[config.mk]
export PLATFORM = sky130hd
export DESIGN_NAME = elapsed_timer
export DESIGN_NICKNAME = d
export VERILOG_FILES = /design/src/rtl/elapsed_timer_pkg.sv /design/src/rtl/elapsed_timer_ctrl.sv /design/src/rtl/elapsed_timer_dp.sv /design/src/rtl/elapsed_timer.sv
export SDC_FILE = /design/constraint.sdc
export NUM_CORES = 1
export LEC_CHECK = 0
export BUFFER_PORTS_ARGS = -buffer_cell sky130_fd_sc_hd__buf_2
export CORE_MARGIN = 4
export CORE_UTILIZATION = 60
export CTS_BUF_LIST = sky130_fd_sc_hd__clkbuf_4 sky130_fd_sc_hd__clkbuf_8
export DETAILED_ROUTE_END_ITERATION = 12
export PLACE_DENSITY_LB_ADDON = 0.3
export SKIP_CTS_REPAIR_TIMING = 1
export SLEW_MARGIN = 0
export SYNTH_ARGS = -nofsm -noshare
export SYNTH_HDL_FRONTEND = slang
export SYNTH_HIERARCHICAL = 1
export SYNTH_SLANG_ARGS = --single-unit
[constraint.sdc]
create_clock -name clk -period 3.7 [get_ports clk]
set_input_delay 0.185 -clock clk [delete_from_list [all_inputs] [get_ports clk]]
set_output_delay 0.185 -clock clk [all_outputs]
set_load 0.05 [all_outputs]
[src/rtl/elapsed_timer_pkg.sv]
package elapsed_timer_pkg;
  localparam int SUB_W  = 12;
  localparam int SEC_W  = 32;
  localparam int CNT_W  = SUB_W + SEC_W;
  localparam int COPY_W = CNT_W + 4;
  localparam int NBYTES = COPY_W / 8;

  typedef struct packed {
    logic load;     // copy -> counter
    logic inc;      // counter + 1
    logic refresh;  // counter -> copy
    logic hostWr;   // accepted byte write
  } strobeT;
endpackage

[src/rtl/elapsed_timer_ctrl.sv]
module elapsed_timer_ctrl
  import elapsed_timer_pkg::*;
#(
  parameter int DIV  = 8,
  parameter int LEAD = 2
) (
  input  logic       clk,
  input  logic       rstN,
  input  logic       fastTick,
  input  logic       powerFail,
  input  logic       onBackup,
  input  logic       extIn,
  input  logic [1:0] cfgMode,
  input  logic       extPol,
  input  logic       xferEn,
  input  logic       wrEn,
  output strobeT     strb,
  output logic       uip
);
  localparam int PH_W = (DIV > 1) ? $clog2(DIV) : 1;
  localparam logic [PH_W-1:0] PH_LAST = PH_W'(DIV - 1);
  localparam logic [PH_W-1:0] PH_UIP  = PH_W'(DIV - LEAD);

  logic [PH_W-1:0] phase;
  logic            xferPrev;
  logic            update;
  logic            gate;

  always_ff @(posedge clk) begin
    if (!rstN) begin
      phase    <= '0;
      xferPrev <= 1'b0;
    end else begin
      xferPrev <= xferEn;
      if (fastTick) phase <= (phase == PH_LAST) ? '0 : phase + 1'b1;
    end
  end

  assign update = fastTick && (phase == PH_LAST);
  assign uip    = (phase >= PH_UIP);

  always_comb begin
    unique case (cfgMode)
      2'b00:   gate = 1'b1;
      2'b01:   gate = !powerFail && (extIn == extPol);
      2'b10:   gate = !onBackup;
      default: gate = onBackup;
    endcase
  end

  always_comb begin
    strb.load    = xferEn && !xferPrev && !powerFail;
    strb.inc     = update && gate;
    strb.refresh = update && xferEn;
    strb.hostWr  = wrEn && !powerFail;
  end

  AST_UIP_FALLS: assert property (@(posedge clk) disable iff (!rstN)
    update |=> !uip) else $error("uip after update");
  AST_EVENT_GATED: assert property (@(posedge clk) disable iff (!rstN)
    (cfgMode == 2'b01 && powerFail) |-> !strb.inc) else $error("count in fail");
  AST_NO_FAIL_WRITE: assert property (@(posedge clk) disable iff (!rstN)
    powerFail |-> !strb.hostWr && !strb.load) else $error("write in fail");
endmodule

[src/rtl/elapsed_timer_dp.sv]
module elapsed_timer_dp
  import elapsed_timer_pkg::*;
(
  input  logic              clk,
  input  logic              rstN,
  input  strobeT            strb,
  input  logic [2:0]        wrAddr,
  input  logic [7:0]        wrData,
  output logic [COPY_W-1:0] copyQ
);
  logic [CNT_W-1:0] cnt;
  logic [CNT_W-1:0] cntNext;
  logic [CNT_W-1:0] loadVal;

  assign loadVal = {copyQ[COPY_W-1:16], copyQ[15:4]};

  always_comb begin
    if (strb.load)     cntNext = loadVal;
    else if (strb.inc) cntNext = cnt + 1'b1;
    else               cntNext = cnt;
  end

  always_ff @(posedge clk) begin
    if (!rstN) cnt <= '0;
    else       cnt <= cntNext;
  end

  always_ff @(posedge clk) begin
    if (!rstN) begin
      copyQ <= '0;
    end else if (strb.hostWr) begin
      for (int b = 0; b < NBYTES; b++) begin
        if (wrAddr == 3'(b)) begin
          if (b == 0) copyQ[7:0] <= {wrData[7:4], 3'b000 & wrData[3:1], wrData[0]};
          else        copyQ[8*b +: 8] <= wrData;
        end
      end
    end else if (strb.refresh) begin
      copyQ <= {cntNext, 3'b000, copyQ[0]};
    end
  end

  AST_STEP_ONE: assert property (@(posedge clk) disable iff (!rstN)
    (strb.inc && !strb.load) |=> cnt == $past(cnt) + 1'b1) else $error("step");
  AST_WRAP: assert property (@(posedge clk) disable iff (!rstN)
    (strb.inc && !strb.load && cnt == '1) |=> cnt == '0) else $error("wrap");
  AST_LOAD: assert property (@(posedge clk) disable iff (!rstN)
    strb.load |=> cnt == {$past(copyQ[COPY_W-1:16]), $past(copyQ[15:4])}) else $error("load");
  AST_FROZEN: assert property (@(posedge clk) disable iff (!rstN)
    (!strb.refresh && !strb.hostWr) |=> $stable(copyQ)) else $error("frozen");
  AST_RSVD_ZERO: assert property (@(posedge clk) disable iff (!rstN)
    copyQ[3:1] == 3'b000) else $error("reserved");
endmodule

[src/rtl/elapsed_timer.sv]
module elapsed_timer
  import elapsed_timer_pkg::*;
#(
  parameter int DIV  = 8,
  parameter int LEAD = 2
) (
  input  logic        clk,
  input  logic        rstN,
  input  logic        fastTick,
  input  logic        powerFail,
  input  logic        onBackup,
  input  logic        extIn,
  input  logic [1:0]  cfgMode,
  input  logic        extPol,
  input  logic        xferEn,
  input  logic        wrEn,
  input  logic [2:0]  wrAddr,
  input  logic [7:0]  wrData,
  output logic [47:0] userCopy,
  output logic        uip
);
  strobeT strb;

  elapsed_timer_ctrl #(.DIV(DIV), .LEAD(LEAD)) uCtrl (
    .clk(clk), .rstN(rstN), .fastTick(fastTick), .powerFail(powerFail),
    .onBackup(onBackup), .extIn(extIn), .cfgMode(cfgMode), .extPol(extPol),
    .xferEn(xferEn), .wrEn(wrEn), .strb(strb), .uip(uip)
  );

  elapsed_timer_dp uDp (
    .clk(clk), .rstN(rstN), .strb(strb), .wrAddr(wrAddr),
    .wrData(wrData), .copyQ(userCopy)
  );

  AST_COPY_WINDOW: assert property (@(posedge clk) disable iff (!rstN)
    (userCopy != $past(userCopy)) && !$past(strb.hostWr) |-> $past(uip))
    else $error("copy moved outside window");
endmodule

==> metrics.cfg <==
[synthesis]
synthCells = 592
synth_area_leaders = dfxtp_1 37%, o21ai_0 4.9%, nand2_1 3.3%
synth.avg_cell_area_um2 = 8.44
yosysSeqAreaShare = 0.373
yosys_warnings = 6
synth-edff-count = 0
synth_top_cell_by_area = dfxtp_1
ys_async_sr_fraction = 0
yosysUniqueCellTypes = 72
ys_seq_elements = 93
ys.flop_type = dfxtp_1
synth_top_area_frac = 0.373
synth.cell_area_um2 = 4990

[timing]
grt_setup_unrepaired = no
timing.setup.tns_ns = 0
slew_viol_final = 0
relSlewSlack = 0.460
max_freq_mhz = 321
setup_ws_ns = 0.588
holdWs_ns = 0.0492
setup_viol = 0
finalCriticalPeriod_ns = 3.11
fin_skew_ns = 0.0105
tightest_slew_ns = 0.810
final_hold_viol_count = 0
period_share = 0.841

[clock_network]
clk_path_buf_depth = 2
cts_tree = built
htree_levels = 3
clock-sinks = 93
cts_buffers = 9
cts-root-buf = clkbuf_8
clk-insertion-delay-late_ns = 0.37
clk_pin_slew_ns = 0.09

[layout]
final_cell_mix = 93 x dfxtp_1, 67 x buf_2, 49 x o21ai_0, 44 x nand2_1, 27 x nor2_1
utilization = 0.686
final_area_um2 = 5610
n_fill_cell = 683
layout-drive-gt1-share = 0.189
synthToLayoutAreaGrowth_pct = 12.4
seqCellArea_um2 = 1860
final_nets = 666
multiInputGateArea_um2 = 2920
num_antenna_cells = 0
final_common_cell = dfxtp_1

[global_route]
overflow = 0
grt_start_max_net_pins = 38
grt_pass1_wl_mm = 24.2
grt_usage = 0.304
antenna_found_initial = 0
first_global_vias = 4837

[power_and_ir_drop]
leakage_uw = 0.00217
powerDensity_nw_per_um2 = 376
p_comb_frac = 0.115
vdd_drop_max_v = 0.000232
p_seq_frac = 0.508
p_clk_frac = 0.377
p_int_uw = 1520
swShare = 0.280
switchingPower_uw = 590

[critical_path]
critPathKind = reg -> reg
cp_max_fo = 7
arrival_ns = 3.38
endpoint_kind = flip-flop
startpoint_type = flip-flop
critPathRequiredTime_ns = 3.97

[flow_run]
cap_violations = 0

[place]
place_area_um2 = 5380
place_worst_setup_slack_ns = 0.716
port_buffers = 67
dp_hpwl_mm = 10.3
gp_congestion = 0.923

[drt]
wl_per_cell_um = 20.1
drcViolationCount = 0
vias_per_cell = 6.82
dr_total_vias = 5113
first_pass_iters = 6
drtAntennaViolNets = 0
drt_iter0_drc = 491
wirelength_mm = 15.1

[floorplan]
die_x_um = 99.2
die_y_um = 99.2
io-pin-count = 71
initial_utilization = 0.611
dieArea_um2 = 9850
fp.coreArea_um2 = 8180
rows = 33

[run_status]
status = complete, no violations

[min_path]
holdCritPathClass = in -> reg

metal layers:
layer | global-route usage | routed length, µm
met1 | 0.402 | 6130
met2 | 0.482 | 7020
met5 | 0 | 0
met4 | 0.139 | 453
met3 | 0.0568 | 1470
stage by stage:
step / instances / total power [µW]
finish: 750 / 2110
global route: 750 / 2180
CTS: 750 / 2110
detailed placement: 734 / 1330
global placement: 734 / 1320
floorplan: 594 / 1250
path summary, 6_finish.rpt:
| check | from | to | slack (ns) | cells after the start |
|---|---|---|---|---|
| worst max-delay path | uCtrl/phase[1] | uDp/copyQ[44] | 0.59 | 8 |
| worst min-delay path | xferEn | uCtrl/xferPrev | 0.05 | 2 |
| worst max register to register | uCtrl/phase[1] | uDp/copyQ[44] | 0.59 | 8 |
| worst min register to register | uDp/copyQ[17] | uDp/cnt[13] | 0.51 | 2 |
logic make-up (layout without fill, tap and decap cells):
group | count (synthesis) | in the layout | synth area share
AOI/OAI and AO/OA | 199 | 199 | 0.276
xor gates and xnor gates | 22 | 22 | 0.0386
adders and majority gates | 4 | 4 | 0.0100
buffers and inverters | 55 | 106 | 0.0464
DFF | 93 | 93 | 0.373
muxes | 8 | 8 | 0.0165
other | 1 | 3 | 0.000751
and+or+nand+nor | 210 | 210 | 0.239
synthesized netlist by cell type, drive strengths merged, types with 3 or more instances:
master    n
o311a     6
or4b      3
clkbuf   33
ha        4
nand2    44
xor2     12
nor3b     4
o31ai    11
a22oi     3
a21o      3
xnor2    10
nand4    19
nand2b   10
o211ai    7
o31a      9
inv       9
nand3    24
a211oi    6
o21ai    51
a31oi    18
and2      7
and4      7
buf      12
or4       4
nor2     27
o21ba     6
o2bb2ai   4
nor4     14
a21boi    5
nor2b     6
or2       4
a32oi     4
o22ai     4
a21oi    25
o21a     11
mux2i     6
nor3     24
o311ai    4
and3      5
dfxtp    93
o211a     8
o221ai    3
critical path: stages (launching register included):
cell      delay (ns)
dfxtp_1         0.39
ha_1            0.17
ha_1            0.19
and4_1          0.40
nand4_1         0.35
nor4_2          0.74
nand4b_1        0.28
mux2_2          0.34
a21o_1          0.15
cell type report:
cell class,instances,share of cell area
Multi-Input combinational cell,446,0.520
Sequential cell,93,0.332
Timing Repair Buffer,80,0.0772
Clock buffer,10,0.0245
Tap cell,105,0.0234
Clock inverter,6,0.0167
Inverter,10,0.00669
power groups by stage:
stage | Clock, µW | Sequential, µW | Combinational, µW
floorplan | 0 | 1110 | 143
global placement | 0 | 1090 | 230
detailed placement | 0 | 1090 | 237
CTS | 797 | 1070 | 239
global route | 845 | 1080 | 262
finish | 795 | 1070 | 244
registers in the layout, indices dropped and copies added, names as in the netlist:
signal / cells
uCtrl/phase: 3
uCtrl/xferPrev: 1
uDp/copyQ: 45
uDp/cnt: 44
(Power assumes the default switching activity.)
